<file path="src/rtl/wgc_pkg.sv">
package wgc_pkg;
    typedef enum logic [1:0] {
        ST_IDLE   = 2'd0,
        ST_WRITE  = 2'd1,
        ST_TRIM   = 2'd2,
        ST_SETTLE = 2'd3
    } wgc_state_e;
endpackage

</file>
<file path="src/rtl/wgc_seq.sv">
module wgc_seq
    import wgc_pkg::*;
#(
    parameter int TRIM_CYC   = 55000,
    parameter int SETTLE_CYC = 100000,
    parameter int CNT_W      = 17
) (
    input  logic             clk,
    input  logic             rst_n,
    input  logic             gate_on,
    output wgc_state_e       state_o,
    output logic [CNT_W-1:0] cnt_o
);
    localparam logic [CNT_W-1:0] CNT_MAX    = '1;
    localparam logic [CNT_W-1:0] TRIM_LAST  = CNT_W'(TRIM_CYC - 1);
    localparam logic [CNT_W-1:0] SETTLE_LAST = CNT_W'(SETTLE_CYC - 1);

    wgc_state_e       state, state_nx;
    logic [CNT_W-1:0] cnt, cnt_nx;

    // state register
    always_ff @(posedge clk or negedge rst_n) begin
        if (!rst_n) begin
            state <= ST_IDLE;
            cnt   <= '0;
        end else begin
            state <= state_nx;
            cnt   <= cnt_nx;
        end
    end

    // transitions: gate_on, release, trim_done, settle_done
    always_comb begin
        state_nx = state;
        cnt_nx   = cnt;
        unique case (state)
            ST_IDLE: begin
                if (gate_on) begin
                    state_nx = ST_WRITE;
                    cnt_nx   = '0;
                end
            end
            ST_WRITE: begin
                if (!gate_on) begin
                    state_nx = ST_TRIM;
                    cnt_nx   = '0;
                end else if (cnt != CNT_MAX) begin
                    cnt_nx = cnt + 1'b1;
                end
            end
            ST_TRIM: begin
                if (gate_on) begin
                    state_nx = ST_WRITE;
                    cnt_nx   = '0;
                end else begin
                    cnt_nx = cnt + 1'b1;
                    if (cnt == TRIM_LAST) state_nx = ST_SETTLE;
                end
            end
            ST_SETTLE: begin
                if (gate_on) begin
                    state_nx = ST_WRITE;
                    cnt_nx   = '0;
                end else if (cnt == SETTLE_LAST) begin
                    state_nx = ST_IDLE;
                    cnt_nx   = '0;
                end else begin
                    cnt_nx = cnt + 1'b1;
                end
            end
        endcase
    end

    assign state_o = state;
    assign cnt_o   = cnt;
endmodule

</file>
<file path="src/rtl/wgc_lead_mon.sv">
module wgc_lead_mon #(
    parameter int WIN_MIN_CYC = 200,
    parameter int WIN_MAX_CYC = 400,
    parameter int CNT_W       = 17
) (
    input  logic             clk,
    input  logic             rst_n,
    input  logic             start,
    input  logic             in_write,
    input  logic             wdata,
    input  logic [CNT_W-1:0] cnt,
    output logic             viol_o
);
    localparam logic [CNT_W-1:0] LO = CNT_W'(WIN_MIN_CYC);
    localparam logic [CNT_W-1:0] HI = CNT_W'(WIN_MAX_CYC);

    logic viol, seen;

    always_ff @(posedge clk or negedge rst_n) begin
        if (!rst_n) begin
            viol <= 1'b0;
            seen <= 1'b0;
        end else if (start) begin
            viol <= 1'b0;
            seen <= 1'b0;
        end else if (in_write && wdata && !seen) begin
            seen <= 1'b1;
            if (cnt < LO || cnt > HI) viol <= 1'b1;
        end
    end

    assign viol_o = viol;
endmodule

</file>
<file path="src/rtl/write_gate_ctrl.sv">
module write_gate_ctrl
    import wgc_pkg::*;
#(
    parameter int CYC_PER_US = 100,
    parameter int TRIM_US    = 550,
    parameter int SETTLE_US  = 1000,
    parameter int WIN_MIN_US = 2,
    parameter int WIN_MAX_US = 4
) (
    input  logic clk,
    input  logic rst_n,
    input  logic wgate_n,
    input  logic wprot,
    input  logic wdata,
    output logic wr_cur_en,
    output logic rd_dis,
    output logic trim_en,
    output logic step_inh,
    output logic wdata_drv,
    output logic tviol
);
    localparam int TRIM_CYC    = TRIM_US * CYC_PER_US;
    localparam int SETTLE_CYC  = SETTLE_US * CYC_PER_US;
    localparam int WIN_MIN_CYC = WIN_MIN_US * CYC_PER_US;
    localparam int WIN_MAX_CYC = WIN_MAX_US * CYC_PER_US;
    localparam int CNT_W       = $clog2(SETTLE_CYC + 1);

    wgc_state_e       state;
    logic [CNT_W-1:0] cnt;
    logic             gate_on, in_write;

    assign gate_on  = !wgate_n;
    assign in_write = (state == ST_WRITE);

    wgc_seq #(
        .TRIM_CYC  (TRIM_CYC),
        .SETTLE_CYC(SETTLE_CYC),
        .CNT_W     (CNT_W)
    ) seq_i (
        .clk    (clk),
        .rst_n  (rst_n),
        .gate_on(gate_on),
        .state_o(state),
        .cnt_o  (cnt)
    );

    wgc_lead_mon #(
        .WIN_MIN_CYC(WIN_MIN_CYC),
        .WIN_MAX_CYC(WIN_MAX_CYC),
        .CNT_W      (CNT_W)
    ) lead_i (
        .clk     (clk),
        .rst_n   (rst_n),
        .start   (gate_on && !in_write),
        .in_write(in_write),
        .wdata   (wdata),
        .cnt     (cnt),
        .viol_o  (tviol)
    );

    // outputs
    always_comb begin
        wr_cur_en = 1'b0;
        trim_en   = 1'b0;
        step_inh  = 1'b1;
        unique case (state)
            ST_IDLE:   step_inh = 1'b0;
            ST_WRITE: begin
                wr_cur_en = !wprot;
                trim_en   = !wprot;
            end
            ST_TRIM:   trim_en = !wprot;
            ST_SETTLE: trim_en = 1'b0;
        endcase
        rd_dis    = wr_cur_en;
        wdata_drv = wdata && wr_cur_en;
    end
endmodule

</file>
<file path="config.mk">
export PLATFORM = sky130hd
export DESIGN_NAME = write_gate_ctrl
export DESIGN_NICKNAME = d
export VERILOG_FILES = /design/src/rtl/wgc_pkg.sv /design/src/rtl/wgc_seq.sv /design/src/rtl/wgc_lead_mon.sv /design/src/rtl/write_gate_ctrl.sv
export SDC_FILE = /design/constraint.sdc
export NUM_CORES = 1
export LEC_CHECK = 0
export BUFFER_PORTS_ARGS = -buffer_cell sky130_fd_sc_hd__buf_4
export CAP_MARGIN = 20
export CORE_MARGIN = 2
export CORE_UTILIZATION = 53
export DETAILED_ROUTE_END_ITERATION = 7
export MAX_ROUTING_LAYER = met4
export PLACE_DENSITY_LB_ADDON = 0.25
export SYNTH_ARGS = -nofsm -noshare
export SYNTH_HDL_FRONTEND = slang
export SYNTH_SLANG_ARGS = --single-unit
</file>
<file path="constraint.sdc">
create_clock -name clk -period 2.1 [get_ports clk]
set_input_delay 0 -clock clk [delete_from_list [all_inputs] [get_ports clk]]
set_output_delay 0 -clock clk [all_outputs]
set_load 0.01 [all_outputs]
</file>
==> reports/results.ini <==
[run_status]
status = finished, final reports clean

[pwr]
vdd_drop_max_v = 0.000771
p_leak_nw = 0.808
pwr_density_cell_mw_per_mm2 = 897

[hold_path]
hp-class = primary input to asynchronous set/reset pin

[floorplan]
die_width_um = 56.5
die_h_um = 56.5
core_region_area_mm2 = 0.00269
design.die.area_mm2 = 0.00320
start_util = 0.544
rows = 19
ios = 11

[cells_and_area]
drive_gt1_frac = 0.348
num_antenna_cells = 0
layout.cells.non_filler = 232
nets = 214
syn_to_final_growth_pct = 28.6
post-route-util = 0.700

[synthesis]
yosysMostFrequentCell = dfrtp_1
synth_edf_count = 0
yosysTopAreaCellShare = 0.359
synth.avg_cell_area_um2 = 8.71
yosys_warnings = 0
synth_ff_type = dfrtp_1
netlist_area_mm2 = 0.00146
synth-async-reset-ratio = 1.00
ys_ff_latch = 21
synth_area_leaders = dfrtp_1, ha_1, a21oi_1
synth_cells = 168
synth_top_cell_by_area = dfrtp_1
ys_types = 44
yosys-top-cells-count = dfrtp_1, nand2_1, a21oi_1
yosysSeqAreaShare = 0.359
postSynthNetCount = 180

[global_route]
grt_pass1_wl_um = 5940
grt_remaining_overflow = 0
grt_pass1_vias = 1313
grt_use_total = 0.239
grt_max_degree = 22
antenna_found_initial = 0

[critical_path]
r2r_slack_ns = 0.09
worstPathMaxFanout = 7
worst_path_max_delay_cell = or4b_4
critPathArrivalTime_ns = 2.21
rr_startpoint = seq_i.cnt_o[8]$_DFFE_PN0P_
cp-end-kind = flop
crit_start = seq_i.cnt_o[8]$_DFFE_PN0P_
reg2regPathDepth = 6
crit_type = flop to flop
crit_chain = buf_4 > or4b_4 > nor4_4 > a21oi_2 > buf_6 > mux2_2
reg2reg_to = seq_i.cnt_o[0]$_DFFE_PN0P_
cp.required_ns = 2.30
cp-start-kind = flop
critPathMaxStageDelay_ns = 0.55

[sta]
worst_pin_slew_ns = 0.411
whs_ns = 0.0959
setup_violations = 0
rsz0062_at_grt = yes
finalMaxSlewViolations = 0
max_freq_mhz = 497
final-hold-violation-count = 0
setup_tns_ns = 0
timing.final.crit_share = 0.957
fin_skew_ns = 0.00862
maxSlewHeadroom = 0.722
min_period_ns = 2.01

[placed_design]
numPlacedInstances = 219
dp_hpwl_um = 2590
place_congestion = 0.913
io_buffer_count = 10

[clock_network]
cts_root_buffer = clkbuf_4
htree_levels = 1
numCtsBuffers = 3
clk_pin_slew_ns = 0.12
insertion_delay_ns = 0.30
cts_tree = done
clock_sinks = 21
cts.path.max_buffers = 2

[route]
viasPerCell = 6.13
wl_per_cell_um = 15.6
drt-initial-drc-count = 55
via_count = 1422
wirelength_um = 3630
ant_nets = 0
drc_errors = 0
dr.pass1.iters = 4

[run]
drv_cap = 0

-- what timing repair did --
item / 4_1_cts / 5_1_grt
setup endpoints to repair: 4 / 16
gates cloned: 0 / 0
setup buffers: 1 / 5
resized for setup: 4 / 19
hold buffers: 3 / 0
endpoints found under the hold margin: 23 / 0
pin swaps: 1 / 8
-- stage by stage --
| stage | worst slack (ns) | power, mW | instance area (um2) |
|---|---|---|---|
| final | 0.0895 | 1.69 | 1880 |
| after global routing | -0.0333 | 1.79 | 1880 |
| after CTS | 0.0173 | 1.56 | 1750 |
| after detailed placement | 0.0256 | 1.34 | 1680 |
| after global placement | 0.0866 | 1.32 | 1680 |
| after floorplan | 0.000922 | 1.10 | 1480 |
-- layer usage --
metal | wire length, um | track usage
met5 | 0 | -
met4 | 39 | 0.0748
met3 | 216 | 0.0346
met2 | 1760 | 0.369
met1 | 1610 | 0.326
-- where the power goes --
group	leakage [nW]	switching, mW	internal, mW
Clock	0.0150	0.124	0.0740
Sequential	0.283	0.0493	0.460
Combinational	0.510	0.522	0.458
Total	0.808	0.695	0.992
-- placed cells by master (no fill, tap or decap), types with 2 or more instances in the layout --
cell	n
a41oi_2	4
nand2b_1	2
ha_2	4
o21ai_0	10
nand4_1	3
a31oi_1	8
buf_6	2
a21oi_1	10
buf_4	34
and3_1	5
ha_1	2
dfrtp_1	20
nand2_1	15
inv_1	9
nor2b_1	3
nor2_1	9
a21oi_2	6
nor4_1	2
dlygate4sd3_1	3
nor3_1	2
nor4_4	2
nand3_1	11
clkbuf_4	3
-- critical path: cells and delay by family (launching register included) --
kind	cells	cell delay, ns
compound gates	1	0.13
buf+inv	2	0.30
flops	1	0.39
mux	1	0.26
simple gates	2	0.81
-- cells by family after synthesis --
| group | synth area share |
|---|---|
| AOI/OAI and AO/OA | 0.234 |
| muxes | 0.0145 |
| and+or+nand+nor | 0.268 |
| adders and majority gates | 0.0599 |
| DFF | 0.359 |
| buffers and inverters | 0.0650 |
-- sequential cells by signal, summed over array words and instances, names as in the netlist --
signal,cells
seq_i.cnt_o,17
seq_i.state_o,2
lead_i.seen,1
lead_i.viol_o,1
-- cell type report --
type                    count  area [um2]
fillers                   210         806
flip-flops and latches     21         527
inverters                   9        33.8
repair buffers             39         308
clock buffers               4        26.3
multi-input cells         128         947
well taps                  31        38.8
-- worst max path at each step --
stage / slack [ns] / end / depth (start not counted)
after floorplan: 0.0009 / seq_i.cnt_o[3]$_DFFE_PN0P_ / 11
after global placement: 0.09 / seq_i.cnt_o[5]$_DFFE_PN0P_ / 10
after detailed placement: 0.03 / seq_i.cnt_o[12]$_DFFE_PN0P_ / 10
after CTS: 0.02 / seq_i.state_o[0]$_DFFE_PN0P_ / 6
after global routing: -0.03 / seq_i.cnt_o[12]$_DFFE_PN0P_ / 10
final: 0.09 / seq_i.cnt_o[0]$_DFFE_PN0P_ / 6
Note: power is estimated with default switching activity, not from simulation.
